### config.mk
export PLATFORM = sky130hd
export DESIGN_NAME = rxg_top
export DESIGN_NICKNAME = d
export VERILOG_FILES = /design/src/rtl/rxg_pkg.sv /design/src/rtl/rxg_mode_reg.sv /design/src/rtl/rxg_fsm.sv /design/src/rtl/rxg_bank_gate.sv /design/src/rtl/rxg_top.sv
export SDC_FILE = /design/constraint.sdc
export NUM_CORES = 1
export LEC_CHECK = 0
export BUFFER_PORTS_ARGS = -buffer_cell sky130_fd_sc_hd__buf_4
export CAP_MARGIN = 20
export CORE_MARGIN = 3
export CORE_UTILIZATION = 41
export DETAILED_ROUTE_END_ITERATION = 16
export GPL_ROUTABILITY_DRIVEN = 0
export PLACE_DENSITY = 0.75
export SLEW_MARGIN = 25
export SYNTH_ARGS = -nofsm -noshare
export SYNTH_HDL_FRONTEND = slang
export SYNTH_SLANG_ARGS = --single-unit
### constraint.sdc
create_clock -name clk -period 1.9 [get_ports clk]
set_clock_uncertainty 0.2 [all_clocks]
set_input_delay 0.19 -clock clk [delete_from_list [all_inputs] [get_ports clk]]
set_output_delay 0.19 -clock clk [all_outputs]
set_load 0.05 [all_outputs]
### src/rtl/rxg_pkg.sv
package rxg_pkg;
    localparam int MODE_W = 8;

    typedef enum logic [1:0] {
        RXS_IDLE = 2'd0,
        RXS_WAIT = 2'd1,
        RXS_RECV = 2'd2
    } rxs_e;

    typedef struct packed {
        logic [3:0] spare;
        logic       bank_sel;
        logic       ovw_en;
        logic       lvl_en;
        logic       rx_en;
    } mode_t;

    function automatic logic lvl_abort(input rxs_e st, input mode_t m, input logic sig);
        return (st == RXS_RECV) && m.rx_en && m.lvl_en && !sig;
    endfunction
endpackage

### src/rtl/rxg_mode_reg.sv
module rxg_mode_reg
    import rxg_pkg::*;
(
    input  logic              clk,
    input  logic              rst,
    input  logic              wr_en,
    input  logic [MODE_W-1:0] wr_data,
    output mode_t             mode_q
);
    always_ff @(posedge clk) begin
        if (rst)        mode_q <= '0;
        else if (wr_en) mode_q <= mode_t'(wr_data);
    end
endmodule

### src/rtl/rxg_fsm.sv
module rxg_fsm
    import rxg_pkg::*;
(
    input  logic  clk,
    input  logic  rst,
    input  mode_t mode,
    input  logic  frame_start,
    input  logic  frame_end,
    input  logic  sig_present,
    output rxs_e  state,
    output logic  recv_active,
    output logic  good_end,
    output logic  abort
);
    rxs_e state_n;

    always_comb begin
        abort       = lvl_abort(state, mode, sig_present);
        recv_active = (state == RXS_RECV) && mode.rx_en && !abort;
        good_end    = recv_active && frame_end;
        state_n     = state;
        unique case (state)
            RXS_IDLE: if (mode.rx_en) state_n = RXS_WAIT;
            RXS_WAIT: begin
                if (!mode.rx_en)      state_n = RXS_IDLE;
                else if (frame_start) state_n = RXS_RECV;
            end
            RXS_RECV: begin
                if (!mode.rx_en || abort) state_n = RXS_IDLE;
                else if (frame_end)       state_n = RXS_WAIT;
            end
            default: state_n = RXS_IDLE;
        endcase
    end

    always_ff @(posedge clk) begin
        if (rst) state <= RXS_IDLE;
        else     state <= state_n;
    end
endmodule

### src/rtl/rxg_bank_gate.sv
module rxg_bank_gate #(
    parameter int NBANK = 2
) (
    input  logic             clk,
    input  logic             rst,
    input  logic             byte_valid,
    input  logic             recv_active,
    input  logic             good_end,
    input  logic             ovw_en,
    input  logic             sel_bit,
    input  logic [NBANK-1:0] bank_clr,
    output logic [NBANK-1:0] ram_we,
    output logic [NBANK-1:0] bank_full,
    output logic             stat_full
);
    localparam int BW = (NBANK > 1) ? $clog2(NBANK) : 1;
    localparam logic [BW-1:0] LAST = BW'(NBANK - 1);

    logic [BW-1:0] cur;
    logic [BW-1:0] sel_idx;

    assign sel_idx   = BW'(sel_bit);
    assign stat_full = bank_full[sel_idx];

    always_ff @(posedge clk) begin
        if (rst)           cur <= '0;
        else if (good_end) cur <= (cur == LAST) ? '0 : cur + 1'b1;
    end

    for (genvar b = 0; b < NBANK; b++) begin : g_bank
        logic hit;
        assign hit       = (cur == BW'(b));
        assign ram_we[b] = recv_active && byte_valid && hit && (!bank_full[b] || ovw_en);

        always_ff @(posedge clk) begin
            if (rst)                  bank_full[b] <= 1'b0;
            else if (good_end && hit) bank_full[b] <= 1'b1;
            else if (bank_clr[b])     bank_full[b] <= 1'b0;
        end
    end
endmodule

### src/rtl/rxg_top.sv
module rxg_top
    import rxg_pkg::*;
#(
    parameter int NBANK = 2
) (
    input  logic             clk,
    input  logic             rst,
    input  logic             host_we,
    input  logic [7:0]       host_wdata,
    input  logic [NBANK-1:0] bank_clr,
    input  logic             done_ie,
    input  logic             lvl_ie,
    input  logic             frame_start,
    input  logic             frame_end,
    input  logic             sig_present,
    input  logic             byte_valid,
    output logic [7:0]       mode_rd,
    output logic [1:0]       rx_state,
    output logic [NBANK-1:0] ram_we,
    output logic [NBANK-1:0] bank_full,
    output logic             stat_full,
    output logic             irq_done,
    output logic             irq_lvl
);
    mode_t mode;
    rxs_e  state;
    logic  recv_active, good_end, abort;

    rxg_mode_reg u_mode (
        .clk(clk), .rst(rst), .wr_en(host_we), .wr_data(host_wdata), .mode_q(mode)
    );

    rxg_fsm u_fsm (
        .clk(clk), .rst(rst), .mode(mode),
        .frame_start(frame_start), .frame_end(frame_end), .sig_present(sig_present),
        .state(state), .recv_active(recv_active), .good_end(good_end), .abort(abort)
    );

    rxg_bank_gate #(.NBANK(NBANK)) u_gate (
        .clk(clk), .rst(rst), .byte_valid(byte_valid), .recv_active(recv_active),
        .good_end(good_end), .ovw_en(mode.ovw_en), .sel_bit(mode.bank_sel),
        .bank_clr(bank_clr), .ram_we(ram_we), .bank_full(bank_full), .stat_full(stat_full)
    );

    always_ff @(posedge clk) begin
        if (rst) begin
            irq_done <= 1'b0;
            irq_lvl  <= 1'b0;
        end else begin
            irq_done <= good_end && done_ie;
            irq_lvl  <= abort && lvl_ie;
        end
    end

    assign mode_rd  = mode;
    assign rx_state = state;
endmodule

# Yosys cells after proc, flatten, opt, wreduce, memory -nomap -nowiden

Index checks and enable logic that the tools add are counted.

Register bits: 15
Bits of input ports: 19
Output and inout bits: 17
Word-level logic and storage cells: 58

$add $sub $neg: 1
Magnitude comparators: 1
Equal/unequal tests: 5
Muxes and demuxes: 13
Bitwise gates (word level): 1
Reduce and logical (&&, ||, !) cells: 26

Operators with widths:

| operator            | count |
|---|---|
| $logic_and 1x1->1   | 14 |
| $mux 2              | 5 |
| $mux 1              | 7 |
| $ne 3x3->1 const B  | 2 |
| $pmux 2 s3          | 1 |
| $logic_not 1->1     | 5 |
| $reduce_bool 2->1   | 2 |
| $logic_or 1x1->1    | 3 |
| $reduce_and 3->1    | 1 |
| $eq 2x1->1 const B  | 1 |
| $eq 2x2->1 const B  | 1 |
| $logic_not 2->1     | 1 |
| $lt 1x2->1 const B  | 1 |
| $ne 2x2->1 const B  | 1 |
| $add 1x1->1 const B | 1 |
| $not 1->1           | 1 |

# Depth between registers and ports, before layout

Depth in word-level cells: 9
Depth in mapped cells: 3
Gate-level depth less buffers: 3

# Cells and area by module

A second synthesis with hierarchy kept.

Cells, all modules: 63
Area total of the unflattened synthesis: 640.6 um^2

By module, submodules not included:

| module        | times used | cells each | area an instance (um^2) | sequential area each (um^2) |
|---|---|---|---|---|
| rxg_mode_reg  | 1          | 26         | 285.3                   | 160.2 |
| rxg_fsm       | 1          | 16         | 150.1                   | 40.0 |
| rxg_bank_gate | 1          | 17         | 147.6                   | 60.1 |
| rxg_top       | 1          | 4          | 57.6                    | 40.0 |

# Least setup slack after synthesis

Ideal clock, no wire load.

Path type: register -> output
Start: register u_mode.mode_q[0] (netlist name)
End: output port ram_we[0]
Arrival: 2.187 ns
Required time: 1.510 ns
Slack: -0.677 ns
Stages on the path, launching flop included: 4
Cells stage by stage: dfxtp_1 and3b_1 nand3_1 nor3_1

Longest elaborated chain between the ends: 8

RTL lines:

| element                           | RTL line                     | RTL |
|---|---|---|
| from (decl)                       | rxg_mode_reg.sv:8            | `output mode_t mode_q` |
| from (signal assigned)            | rxg_mode_reg.sv:12           | `else if (wr_en) mode_q <= mode_t'(wr_data);` |
| $logic_and 1x1->1 *               | rxg_pkg.sv:19, rxg_fsm.sv:19 |  |
| $logic_and 1x1->1 (2 in series)   | rxg_pkg.sv:19                | `return (st == RXS_RECV) && m.rx_en && m.lvl_en && !sig;` |
| $logic_not 1->1                   | rxg_fsm.sv:19                | `recv_active = (state == RXS_RECV) && mode.rx_en && !abort;` |
| $logic_and 1x1->1 *               | rxg_fsm.sv:19                |  |
| $logic_and 1x1->1 * (3 in series) | rxg_bank_gate.sv:33          | `assign ram_we[b] = recv_active && byte_valid && hit && (!bank_full[b] \|\| ovw_en);` |
| to (decl)                         | rxg_top.sv:19                | `output logic [NBANK-1:0] ram_we,` |

Mark *: on every way between the ends. The rest lies on a longest branch, timed or not.

# Worst setup path in the final report

Start: register u_fsm.state[0]
End: output port ram_we[0]

Longest elaborated chain between the ends: 9

RTL lines:

| element                           | RTL line                     | RTL |
|---|---|---|
| from (decl)                       | rxg_fsm.sv:10                | `output rxs_e state,` |
| from (signal assigned)            | rxg_fsm.sv:38                | `else state <= state_n;` |
| $eq 2x2->1 *                      | rxg_pkg.sv:19, rxg_fsm.sv:19 |  |
| $logic_and 1x1->1 *               | rxg_pkg.sv:19, rxg_fsm.sv:19 |  |
| $logic_and 1x1->1 (2 in series)   | rxg_pkg.sv:19                |  |
| $logic_not 1->1                   | rxg_fsm.sv:19                |  |
| $logic_and 1x1->1 *               | rxg_fsm.sv:19                |  |
| $logic_and 1x1->1 * (3 in series) | rxg_bank_gate.sv:33          |  |

Marks and branches as above.

==> summary.txt <==
Run status
  • Status: complete, no violations

Route
  • Post-route ant nets: 0
  • DR pass1 iterations: 4
  • Via density: 5.28
  • Drt wl/cell: 15.7 um
  • Final WL: about 2200 um
  • DR DRC count: 0
  • Initial drt markers: 12
  • Vias: 745

Synth
  • Netlist cell types: 26
  • Yosys top cell area share: 0.468
  • Mapped Area: 642 um2
  • Yosys top cell by area: dfxtp_1
  • Yosys reg bits: 15
  • Synth warn: 0
  • Post-synthesis net count: 86
  • Post-synthesis sequential area ratio: 0.468
  • Synth Instances: 67
  • Avg Inst Size Synth: 9.58 um2
  • Top cells by area, synth: dfxtp_1, mux2i_1, nor2_1

Power
  • Peak VDD IR: ~0.00065 V
  • Power Dens Cells: 585 mW/mm2
  • P_leak: approximately 0.56 nW

Timing
  • Setup total negative slack: 0 ns
  • Relative slew slack: 0.790
  • Final Cycle Share: 0.958
  • Hold slack: approximately 0.08 ns
  • RSZ-0062 raised after global routing: false
  • # setup viols final: 0
  • Slew @ Worst Pin: about 0.31 ns
  • Final Critical Period: roughly 1.8 ns
  • Final Hold Viols: 0
  • Fmax: about 550 MHz
  • Max Transition Viols Final: 0

CTS
  • Clock latency on the worst-skew pair: a little under 0.3 ns
  • Inserted Clock Buffers: 3
  • CTS Sinks: 15
  • CTS root buf: clkbuf_4
  • H-tree depth: 1
  • Clk buf depth: 2
  • CTS clock-pin slew for the worst setup and hold paths: approximately 0.1 ns
  • CTS tree: built

Place
  • IO buf count: 35
  • Dpl cell area: 916 um2
  • Inst Count DP: 113
  • Hpwl dp: about 1200 um

Cells and area
  • Design Area, Final: 0.00120 mm2
  • Non-filler cells, final: 141
  • Syn-to-layout area delta: 86.7%
  • Finished Core Util: 0.867
  • Antenna Cells: 0
  • Ratio of cells with drive above 1 in the final layout: 0.381
  • Nets: 146

Setup path
  • Worst-path fanout max: 7
  • Req. time, crit path: between 1.5 and 2 ns
  • Reg2Reg Setup Slack: 0.10 ns
  • Crit Path Class: reg -> out
  • Startpoint class of the critical path: flip-flop
  • CP endpoint kind: output pin
  • WP data arrival: 1.43 ns

GRT
  • Gr usage total: 0.246
  • Global-route wire length before repair: 3530 um
  • Antenna violations before repair: 0
  • Largest net degree at the start of global routing: 17
  • Congestion Overflow GR: 0
  • Vias in the first global route: 794

Floorplanning
  • Number of I/O pins: 36
  • Die extent in y: 45.6 um
  • Starting Density: 0.464
  • Die W: 45.6 um
  • Core footprint: 0.00138 mm2
  • Die area: 0.00208 mm2
  • Row Count: 13

Flow run
  • Max_cap viols: 0

Worst hold path
  • HP Class: in -> reg
[worst max-delay path, stage by stage, from the launching register on]
cell	delay, ns
dfxtp_1	0.36
and3b_2	0.28
nand3_2	0.12
nor3_4	0.19
buf_6	0.18
[what timing repair did]
item / CTS / global route
setup endpoints to repair: 0 / 2
hold buffers: 24 / 0
hold endpoints to repair: 14 / 0
buffers inserted: 0 / 0
resized for setup: 0 / 4
[registers in the layout, indices dropped and copies added, names as in the netlist]
signal            count
irq_lvl               1
u_gate.bank_full      2
u_gate.cur            1
u_fsm.state           2
irq_done              1
u_mode.mode_q         8
[cells in the final DEF, fill, tap and decap left out, types with 2 or more instances in the layout]
cell,instances
dfxtp_1,13
buf_4,34
nor2_1,8
mux2i_1,8
dlygate4sd3_1,24
a21oi_1,3
nor3_1,2
nand3_1,2
inv_1,2
nand2b_1,4
clkbuf_4,3
nor2b_1,2
[routing by layer]
metal	vias up	track usage	part of all wire
li1	352	-	-
met1	337	0.238	0.36
met2	40	0.454	0.52
met3	16	0.0356	0.059
met4	0	0.193	0.066
met5	-	0	0
[synthesized netlist by cell type]
master	number
buf_4	2
a211oi_1	1
nor4b_1	1
o31ai_1	1
and3b_1	1
a21o_1	1
nand3_1	3
a21oi_1	3
nand4b_1	1
nor3_1	3
nor2_1	9
or4_1	1
o32ai_1	1
or2_2	1
mux2i_1	8
nand3b_2	1
nor3b_1	1
nand3b_1	1
buf_2	1
inv_1	2
nor2b_1	2
clkbuf_1	1
dfxtp_1	15
nand2b_1	4
mux2_2	1
o21ai_0	1
[final cells by class]
class | instances | area [um2]
Timing Repair Buffer | 59 | 507
Multi-Input combinational cell | 46 | 330
Sequential cell | 15 | 305
Clock buffer | 3 | 22.5
Tap cell | 15 | 18.8
Clock inverter | 1 | 7.51
Fill cell | 79 | 184
Inverter | 2 | 7.51
[final timing paths]
check	startpoint	to	depth (start not counted)
setup / recovery	u_fsm.state[0]$_SDFFE_PP0P_	ram_we[0]	4
hold / removal	frame_end	u_gate.bank_full[1]$_SDFFE_PP0P_	3
setup reg to reg	u_fsm.state[0]$_SDFFE_PP0P_	irq_done$_SDFF_PP0_	4
hold reg to reg	u_gate.bank_full[1]$_SDFFE_PP0P_	u_gate.bank_full[1]$_SDFFE_PP0P_	2
[cell families after synthesis]
logic type	count (synthesis)	synth area share
AND/OR/NAND/NOR	29	0.261
buffers and inverters	6	0.0487
AO/OA/AOI/OAI	8	0.0799
flip-flops	15	0.468
multiplexers	9	0.142
[power by group]
part	internal (mW)	total (mW)	switching [mW]
combinational	0.0855	0.168	0.0820
clock	0.0801	0.196	0.116
sequential	0.326	0.337	0.0116
[stage by stage]
stage | setup WS (ns) | power [mW]
2_1_floorplan | 0.0621 | 0.420
6_report | 0.0790 | 0.701
3_5_place_dp | 0.330 | 0.471
4_1_cts | 0.00632 | 0.696
5_1_grt | 0.00977 | 0.731
3_3_place_gp | 0.357 | 0.469
Power figures use the tool's default switching activity.
